File: src/rtl/aggr_pkg.sv
package aggr_pkg;
  typedef enum logic [2:0] {
    RGN_NONE,
    RGN_STATUS,
    RGN_SLOT,
    RGN_EVCLR,
    RGN_BANK
  } region_e;

  localparam int unsigned STATUS_OFS = 32'h10;
  localparam int unsigned SLOT_OFS   = 32'h30;
  localparam int unsigned EVCLR_OFS  = 32'h68;
endpackage

File: src/rtl/aggr_irq_collect.sv
module aggr_irq_collect #(
  parameter int N  = 24,
  parameter int DW = 32
) (
  input  logic          clk,
  input  logic          rst_n,
  input  logic [N-1:0]  thr_pend,
  output logic [DW-1:0] status_o,
  output logic          irq_o
);
  logic [N-1:0] pend_q;
  logic         irq_q;

  always_ff @(posedge clk or negedge rst_n) begin
    if (!rst_n) begin
      pend_q <= '0;
      irq_q  <= 1'b0;
    end else begin
      pend_q <= thr_pend;
      irq_q  <= |thr_pend;
    end
  end

  // Active-low status: a cleared bit marks a pending thread.
  for (genvar g = 0; g < DW; g++) begin : g_stat
    if (g < N) begin : g_live
      assign status_o[g] = ~pend_q[g];
    end else begin : g_pad
      assign status_o[g] = 1'b1;
    end
  end

  assign irq_o = irq_q;

  p_irq_rise_r2: assert property (@(posedge clk) disable iff (!rst_n)
    (|thr_pend) |=> irq_o);
  p_irq_fall_r2: assert property (@(posedge clk) disable iff (!rst_n)
    !(|thr_pend) |=> !irq_o);
  // the all-ones masked word and a quiet line go together.
  p_idle_ones_r1: assert property (@(posedge clk) disable iff (!rst_n)
    irq_o == !(&status_o[N-1:0]));
endmodule

File: src/rtl/aggr_win_decode.sv
module aggr_win_decode
  import aggr_pkg::*;
#(
  parameter int N           = 24,
  parameter int AW          = 12,
  parameter int BANK_BASE   = 'h100,
  parameter int OFF_W       = 5,
  parameter int IDX_W       = 5
) (
  input  logic [AW-1:0]    addr_i,
  output region_e          region_o,
  output logic [IDX_W-1:0] idx_o,
  output logic [OFF_W-1:0] off_o
);
  localparam int WA_W      = AW - 2;
  localparam int BASE_WORD = BANK_BASE / 4;

  logic [WA_W-1:0]  waddr;
  logic [WA_W-1:0]  rel;
  logic [IDX_W-1:0] idx;

  assign waddr = addr_i[AW-1:2];
  assign rel   = waddr - WA_W'(BASE_WORD);
  assign idx   = rel[WA_W-1:OFF_W];

  always_comb begin
    region_o = RGN_NONE;
    if (addr_i[1:0] == 2'b00) begin
      if (waddr < WA_W'(BASE_WORD)) begin
        if (waddr == WA_W'(STATUS_OFS / 4))     region_o = RGN_STATUS;
        else if (waddr == WA_W'(SLOT_OFS / 4))  region_o = RGN_SLOT;
        else if (waddr == WA_W'(EVCLR_OFS / 4)) region_o = RGN_EVCLR;
      end else if (idx < IDX_W'(N)) begin
        region_o = RGN_BANK;
      end
    end
  end

  assign idx_o = idx;
  assign off_o = rel[OFF_W-1:0];
endmodule

File: src/rtl/aggr_evt_tokens.sv
module aggr_evt_tokens #(
  parameter int NE = 32,
  parameter int DW = 32
) (
  input  logic          clk,
  input  logic          rst_n,
  input  logic [NE-1:0] set_i,
  input  logic          clr_valid_i,
  input  logic [DW-1:0] clr_idx_i,
  output logic [NE-1:0] tok_o
);
  logic [NE-1:0] clr_mask;
  logic [NE-1:0] tok_q;

  for (genvar g = 0; g < NE; g++) begin : g_clr
    assign clr_mask[g] = clr_valid_i && (clr_idx_i == DW'(g));
  end

  // A set in the same cycle as a clear keeps the token.
  always_ff @(posedge clk or negedge rst_n) begin
    if (!rst_n) tok_q <= '0;
    else        tok_q <= (tok_q & ~clr_mask) | set_i;
  end

  assign tok_o = tok_q;

  p_tok_set_r6: assert property (@(posedge clk) disable iff (!rst_n)
    (set_i != '0) |=> ((tok_o & $past(set_i)) == $past(set_i)));
  p_tok_clr_r5: assert property (@(posedge clk) disable iff (!rst_n)
    ((clr_mask & ~set_i) != '0) |=> ((tok_o & $past(clr_mask & ~set_i)) == '0));
endmodule

File: src/rtl/thread_irq_aggregator.sv
module thread_irq_aggregator
  import aggr_pkg::*;
#(
  parameter int N           = 24,
  parameter int NE          = 32,
  parameter int ADDR_W      = 12,
  parameter int DATA_W      = 32,
  parameter int SLOT_W      = 16,
  parameter int BANK_BASE   = 'h100,
  parameter int BANK_STRIDE = 'h80,
  localparam int OFF_W      = $clog2(BANK_STRIDE) - 2,
  localparam int IDX_W      = ADDR_W - 2 - OFF_W
) (
  input  logic                clk,
  input  logic                rst_n,
  input  logic                req_valid,
  output logic                req_ready,
  input  logic                req_write,
  input  logic [ADDR_W-1:0]   req_addr,
  input  logic [DATA_W-1:0]   req_wdata,
  output logic                rsp_valid,
  input  logic                rsp_ready,
  output logic [DATA_W-1:0]   rsp_data,
  input  logic [N-1:0]        thr_pend,
  output logic                irq_o,
  output logic [N-1:0]        thr_sel,
  output logic [OFF_W-1:0]    thr_off,
  output logic                thr_wr,
  input  logic [N*DATA_W-1:0] thr_rdata,
  output logic [SLOT_W-1:0]   slot_cycles,
  input  logic [NE-1:0]       evt_set,
  output logic [NE-1:0]       evt_tok
);
  region_e          region;
  logic [IDX_W-1:0] bank_idx;
  logic [DATA_W-1:0] status_w;
  logic [DATA_W-1:0] bank_rd;
  logic [DATA_W-1:0] rd_mux;
  logic             fire;
  logic             rsp_valid_q;
  logic [DATA_W-1:0] rsp_data_q;
  logic [SLOT_W-1:0] slot_q;

  aggr_irq_collect #(.N(N), .DW(DATA_W)) u_irq (
    .clk(clk), .rst_n(rst_n), .thr_pend(thr_pend),
    .status_o(status_w), .irq_o(irq_o)
  );

  aggr_win_decode #(
    .N(N), .AW(ADDR_W), .BANK_BASE(BANK_BASE), .OFF_W(OFF_W), .IDX_W(IDX_W)
  ) u_dec (
    .addr_i(req_addr), .region_o(region), .idx_o(bank_idx), .off_o(thr_off)
  );

  aggr_evt_tokens #(.NE(NE), .DW(DATA_W)) u_evt (
    .clk(clk), .rst_n(rst_n), .set_i(evt_set),
    .clr_valid_i(fire && req_write && region == RGN_EVCLR),
    .clr_idx_i(req_wdata), .tok_o(evt_tok)
  );

  assign req_ready = !rsp_valid_q;
  assign fire      = req_valid && req_ready;

  for (genvar g = 0; g < N; g++) begin : g_sel
    assign thr_sel[g] = fire && region == RGN_BANK && bank_idx == IDX_W'(g);
  end
  assign thr_wr = fire && req_write && region == RGN_BANK;

  always_comb begin
    bank_rd = '0;
    for (int t = 0; t < N; t++) begin
      if (bank_idx == IDX_W'(t)) bank_rd = thr_rdata[t*DATA_W +: DATA_W];
    end
  end

  always_comb begin
    case (region)
      RGN_STATUS: rd_mux = status_w;
      RGN_SLOT:   rd_mux = DATA_W'(slot_q);
      RGN_BANK:   rd_mux = bank_rd;
      default:    rd_mux = '0;
    endcase
  end

  always_ff @(posedge clk or negedge rst_n) begin
    if (!rst_n) begin
      rsp_valid_q <= 1'b0;
      rsp_data_q  <= '0;
    end else if (fire && !req_write) begin
      rsp_valid_q <= 1'b1;
      rsp_data_q  <= rd_mux;
    end else if (rsp_valid_q && rsp_ready) begin
      rsp_valid_q <= 1'b0;
    end
  end

  always_ff @(posedge clk or negedge rst_n) begin
    if (!rst_n) slot_q <= '0;
    else if (fire && req_write && region == RGN_SLOT) slot_q <= req_wdata[SLOT_W-1:0];
  end

  assign rsp_valid   = rsp_valid_q;
  assign rsp_data    = rsp_data_q;
  assign slot_cycles = slot_q;

  p_sel_onehot_r7: assert property (@(posedge clk) disable iff (!rst_n)
    $onehot0(thr_sel));
  p_rsp_hold_r9: assert property (@(posedge clk) disable iff (!rst_n)
    (rsp_valid && !rsp_ready) |=> (rsp_valid && $stable(rsp_data)));
  p_wr_no_rsp_r9: assert property (@(posedge clk) disable iff (!rst_n)
    (req_valid && req_ready && req_write) |=> !rsp_valid);
  p_slot_hold_r4: assert property (@(posedge clk) disable iff (!rst_n)
    !(req_valid && req_ready && req_write && region == RGN_SLOT) |=> $stable(slot_cycles));
endmodule

File: config.mk
export PLATFORM = sky130hd
export DESIGN_NAME = thread_irq_aggregator
export DESIGN_NICKNAME = d
export VERILOG_FILES = /design/src/rtl/aggr_pkg.sv /design/src/rtl/aggr_irq_collect.sv /design/src/rtl/aggr_win_decode.sv /design/src/rtl/aggr_evt_tokens.sv /design/src/rtl/thread_irq_aggregator.sv
export SDC_FILE = /design/constraint.sdc
export NUM_CORES = 1
export LEC_CHECK = 0
export CORE_AREA = 2 2 378 380
export DETAILED_ROUTE_END_ITERATION = 10
export DIE_AREA = 0 0 380 382
export GPL_ROUTABILITY_DRIVEN = 0
export SYNTH_ARGS = -nofsm -noshare
export SYNTH_HDL_FRONTEND = slang
export SYNTH_SLANG_ARGS = --single-unit
File: constraint.sdc
create_clock -name clk -period 7.05 [get_ports clk]
set_input_delay 2.115 -clock clk [delete_from_list [all_inputs] [get_ports clk]]
set_output_delay 2.115 -clock clk [all_outputs]
set_load 0.02 [all_outputs]
# Word-level counts from Yosys, hierarchy flattened
# Cells that the tools add are included.
# word_totals
register_bits	106
# classes
add_sub_neg	1
magnitude_cmp	2
n_eq_ne	61
muxes	33
bitwise	27
n_reduce_logical	71
# op_table
cell	n
$mux W32	24
$eq A32 B5 Y1 const B	16
$eq A32 B4 Y1 const B	8
$eq A32 B3 Y1 const B	4
$pmux W32 S3	1
$eq A32 B2 Y1 const B	2
$logic_and A1 B1 Y1	64
$eq A5 B4 Y1 const B	8
$eq A5 B5 Y1 const B	8
$and A32 B32 Y32	1
$eq A32 B1 Y1 const B	1
$logic_not A32 Y1	1
$not A32 Y32	1
$or A32 B32 Y32	1
$not A1 Y1	24
$reduce_or A24 Y1	1
$eq A5 B3 Y1 const B	4
$mux W3	5
$eq A10 B3 Y1 const B	1
$eq A10 B4 Y1 const B	1
$eq A10 B5 Y1 const B	1
$eq A5 B2 Y1 const B	2
$lt A10 B7 Y1 const B	1
$sub A10 B7 Y10 const B	1
other kinds (11)	14

# Longest topological paths before layout
# depth
depth_word	27
mapped_depth	14

# By module
# A second synthesis with hierarchy kept.
# unflattened
hier_cells	1654
hier_area_um2	12614.6
# by_module_without_submodules
module	n_inst	cells_per_inst	area_per_inst_um2	seq_area_each_um2
thread_irq_aggregator	1	1394	9845.7	1226.2
aggr_evt_tokens	1	166	1692.9	800.8
aggr_irq_collect	1	66	830.8	625.6
aggr_win_decode	1	28	245.2	0.0

# Worst setup path after synthesis
# Ideal clock, no wire load.
# synth_timing
path_type	input port to output port
startpoint	in req_addr[8]
endpoint	out thr_sel[20]
arrival_ps	4759
setup_slack_ps	176
cell_stages	9
path_buffers	4
path_cell_list	buf_1 -> inv_1 -> clkbuf_1 -> ha_1 -> buf_2 -> or2_2 -> a2111oi_4 -> clkbuf_1 -> nor2b_1
# synth_via
elab_chain_cells	9
elab_cells_between_ends	16
cone_classes	1 x add/sub; 2 x order compare; 5 x eq/ne; 6 x mux; 2 x reduce/logical
# synth_rtl
item	line	text
from (decl)	thread_irq_aggregator.sv:19	input logic [ADDR_W-1:0] req_addr,
parallel branches: the longest is 8 deep, another holds $sub A10 B7 Y10	n/a	
$logic_and A1 B1 Y1 *	thread_irq_aggregator.sv:65	assign thr_sel[g] = fire && region == RGN_BANK && bank_idx == IDX_W'(g);
to (decl)	thread_irq_aggregator.sv:26	output logic [N-1:0] thr_sel,
# Every way passes the cells marked *.

# Worst setup path in the final report
# layout_timing
startpoint	in req_addr[9]
endpoint	out thr_sel[0]
# The elaborated chain is that of the path after synthesis.

==> flow_summary_export.csv <==
group,metric,value,unit
status,status,"finished, violations left",
timing,finalSetupViolations,0,
route,antenna_left,0,
route,viasPerCell,4.37,
timing,holdWs,0.481,ns
timing,maxSlewHeadroom,-0.0169,
layout,num-nets-final,3286,
placement,io_buffer_count,985,
yosys,synth-simple-area-share,0.231,
yosys,mappedNetlistArea,0.0108,mm2
floorplanning,die_w,380,um
placement,hpwlAfterDp,156000,um
floorplanning,core,0.141,mm2
route,wl_per_cell,40.5,um
yosys,syn_nets,2282,
power_and_ir_drop,pwr-share-comb,0.532,
route,first_pass_iters,7,
critical_path,cp.required,4.93,ns
cts,clk_latency,0.39,ns
global_route,grt_pass1_vias,18495,
timing,fin_crit_sh,0.992,
layout,final_common_cell,"clkdlybuf4s50_1",
yosys,synth_mux_area_frac,0.0726,
critical_path,critPathCaptureType,"output port",
yosys,ys_types,82,
yosys,async_flop_share,1.00,
cts,cts_buffer_depth,2,
route,drt_iter0_markers,2239,
route,drc,0,
yosys,synth_seq_cells,106,
route,routed_wl,176000,um
yosys,synth-compound-area-share,0.391,
power_and_ir_drop,sequentialPowerShare,0.249,
power_and_ir_drop,power_leakage,8.24,nW
yosys,synth_xor_xnor_area_share,0.00231,
yosys,synth_top_family_by_area,"compound AO/OA/AOI/OAI gates",
cts,post_cts_buffers,0,
layout,area_delta_synth_final,124,%
yosys,syn_inst,1407,
cts,htree_levels,3,
layout,drive_above_1_share,0.107,
power_and_ir_drop,power_density,108,mW/mm2
global_route,grt_max_degree,60,
yosys,synthFlopType,"dfrtp_1",
floorplanning,die_y,382,um
timing,grt_setup_unrepaired,"no",
status,violations,"max-slew violations",
critical_path,startpoint_type,"primary input",
yosys,ys_warn_count,0,
global_route,grt.total_usage,0.232,
floorplanning,io_pins,986,
timing,slew_violations,1,
power_and_ir_drop,ir_drop,0.000111,V
layout,final_cell_mix,"clkdlybuf4s50_1 (960), nand2_1 (171), buf_4 (137)",
yosys,seq_area_frac_synth,0.245,
floorplanning,dieArea,0.145,mm2
critical_path,path_class,"in2out",
run,cap_violations,0,
floorplanning,placementRows,138,
timing,clock_skew,0.0137,ns
timing,fmax,0.143,GHz
route,vias,19043,
timing,period_minus_slack,6.99,ns
critical_path,reg2reg_slack,3.75,ns
global_route,grt_first_pass_wirelength,216000,um
power_and_ir_drop,pwr-share-clk,0.220,
power_and_ir_drop,swShare,0.396,
cts,numClockSinks,106,
global_route,overflow,0,
cts,cts_tree,"done",
critical_path,cp_max_fo,13,
yosys,synth_adder_area_share,0.00231,
timing,hold_viol_final,0,
power_and_ir_drop,p_int,1.58,mW
power_and_ir_drop,power.switching,1.04,mW
layout,post-route-cell-area,0.0243,mm2
timing,tightest_slew,1.53,ns
worst_hold_path,hp-class,"reg2reg",
yosys,avgSynthCellArea,7.69,um2
critical_path,cp.arrival,4.88,ns
cts,cts_made_buffers,9,
cts,cts.reportedPaths.clkPinSlew,0.09,ns
yosys,synth_edf_count,0,
cts,cts-root-buf,"clkbuf_16",
global_route,antenna_found_initial,149,
floorplanning,start_util,0.0768,
placement,placed_area,0.0239,mm2
## worst paths after layout
check                                  end      startpoint  cells after the start
max in group asynchronous      rsp_data[2]           rst_n                      2
min reg2reg                 u_evt.tok_o[2]  u_evt.tok_o[2]                      1
min                         u_evt.tok_o[2]  u_evt.tok_o[2]                      1
max                             thr_sel[0]     req_addr[9]                     10
min in group asynchronous   u_evt.tok_o[4]           rst_n                      1
max reg2reg                u_evt.tok_o[20]       rsp_valid                      7
## cell type report
cell class | count | area, um2
Inverter | 9 | 33.8
Multi-Input combinational cell | 1166 | 7770
Fill cell | 16033 | 117000
Timing Repair Buffer | 1119 | 11000
Clock buffer | 10 | 229
Clock inverter | 6 | 83.8
Sequential cell | 106 | 2650
Antenna cell | 47 | 118
Tap cell | 1890 | 2360
## timing repair
action | in CTS | in global routing
hold buffers | 0 | 0
gates resized for setup | 0 | 1
endpoints found under the setup margin | 0 | 5
## metal layers
layer / wire [um] / global-route usage / part of all wire / vias up
met2: 82500 / 0.384 / 0.47 / 1507
li1: - / - / - / 7658
met4: 8120 / 0.0948 / 0.046 / 94
met1: 68500 / 0.271 / 0.39 / 9399
met3: 16600 / 0.0813 / 0.094 / 385
met5: 627 / 0 / 0.0036 / -
## sequential cells by signal, indices dropped and copies added (netlist names)
register / cells
slot_cycles: 16
u_irq.pend_q: 24
u_evt.tok_o: 32
rsp_data: 32
rsp_valid: 1
u_irq.irq_o: 1
## per-stage QoR
step	setup slack, ns	setup TNS (ns)	power (mW)	utilization	std cells
2_1_floorplan	0.176	0	1.00	-	1407
3_3_place_gp	-0.0418	-0.0914	2.06	0.169	4290
3_5_place_dp	0.0158	0	2.06	0.169	4290
4_1_cts	0.00751	0	2.65	0.172	4306
5_1_grt	0.0364	0	2.71	0.172	4337
6_report	0.0558	0	2.62	0.172	4353
## cells by family (layout without fill, tap and decap cells)
logic type / count (synthesis) / after routing
other: 0 / 47
muxes: 74 / 74
adders and majority gates: 2 / 2
DFF: 106 / 106
xor gates and xnor gates: 2 / 2
and+or+nand+nor: 506 / 506
AOI/OAI and AO/OA: 582 / 582
buffers and inverters: 135 / 1144
## synthesized netlist by cell type, types with 10 or more instances
master | n | share of area
o211ai_1 | 14 | 0.0097
a21oi_1 | 78 | 0.036
mux2_2 | 26 | 0.027
a31oi_1 | 28 | 0.016
nand4_1 | 30 | 0.017
a32oi_1 | 11 | 0.0089
a222oi_1 | 30 | 0.028
nand2_1 | 171 | 0.059
nor3_1 | 34 | 0.016
dfrtp_1 | 106 | 0.25
o21ai_1 | 24 | 0.011
a221oi_1 | 32 | 0.026
and3_1 | 10 | 0.0058
a22oi_1 | 83 | 0.058
a211oi_1 | 11 | 0.0076
o2111ai_1 | 17 | 0.014
buf_2 | 45 | 0.021
nand2b_1 | 12 | 0.0069
o22ai_1 | 31 | 0.018
o21ai_0 | 71 | 0.033
clkbuf_1 | 58 | 0.020
a22o_1 | 32 | 0.026
a21o_1 | 32 | 0.022
nor2b_1 | 17 | 0.0098
nor4_1 | 23 | 0.013
nor2_1 | 108 | 0.037
buf_1 | 13 | 0.0045
o221ai_1 | 15 | 0.012
mux2i_1 | 47 | 0.043
nand3_1 | 38 | 0.018
## worst max-delay path: stages
cell and delay [ns]:
clkdlybuf4s50_1 0.48, inv_1 0.09, ha_1 0.20, nor2b_1 0.15
a21boi_2 0.22, nor2_1 0.23, nand3_2 0.38, buf_4 0.36
nor3_1 0.43, buf_12 0.19
## power by group through the flow
stage	Clock [mW]	Combinational, mW	Sequential [mW]
floorplan	0	0.321	0.684
global placement	0	1.39	0.663
detailed placement	0	1.40	0.663
CTS	0.589	1.40	0.652
global route	0.609	1.45	0.654
finish	0.576	1.40	0.652
(Power assumes the default switching activity.)
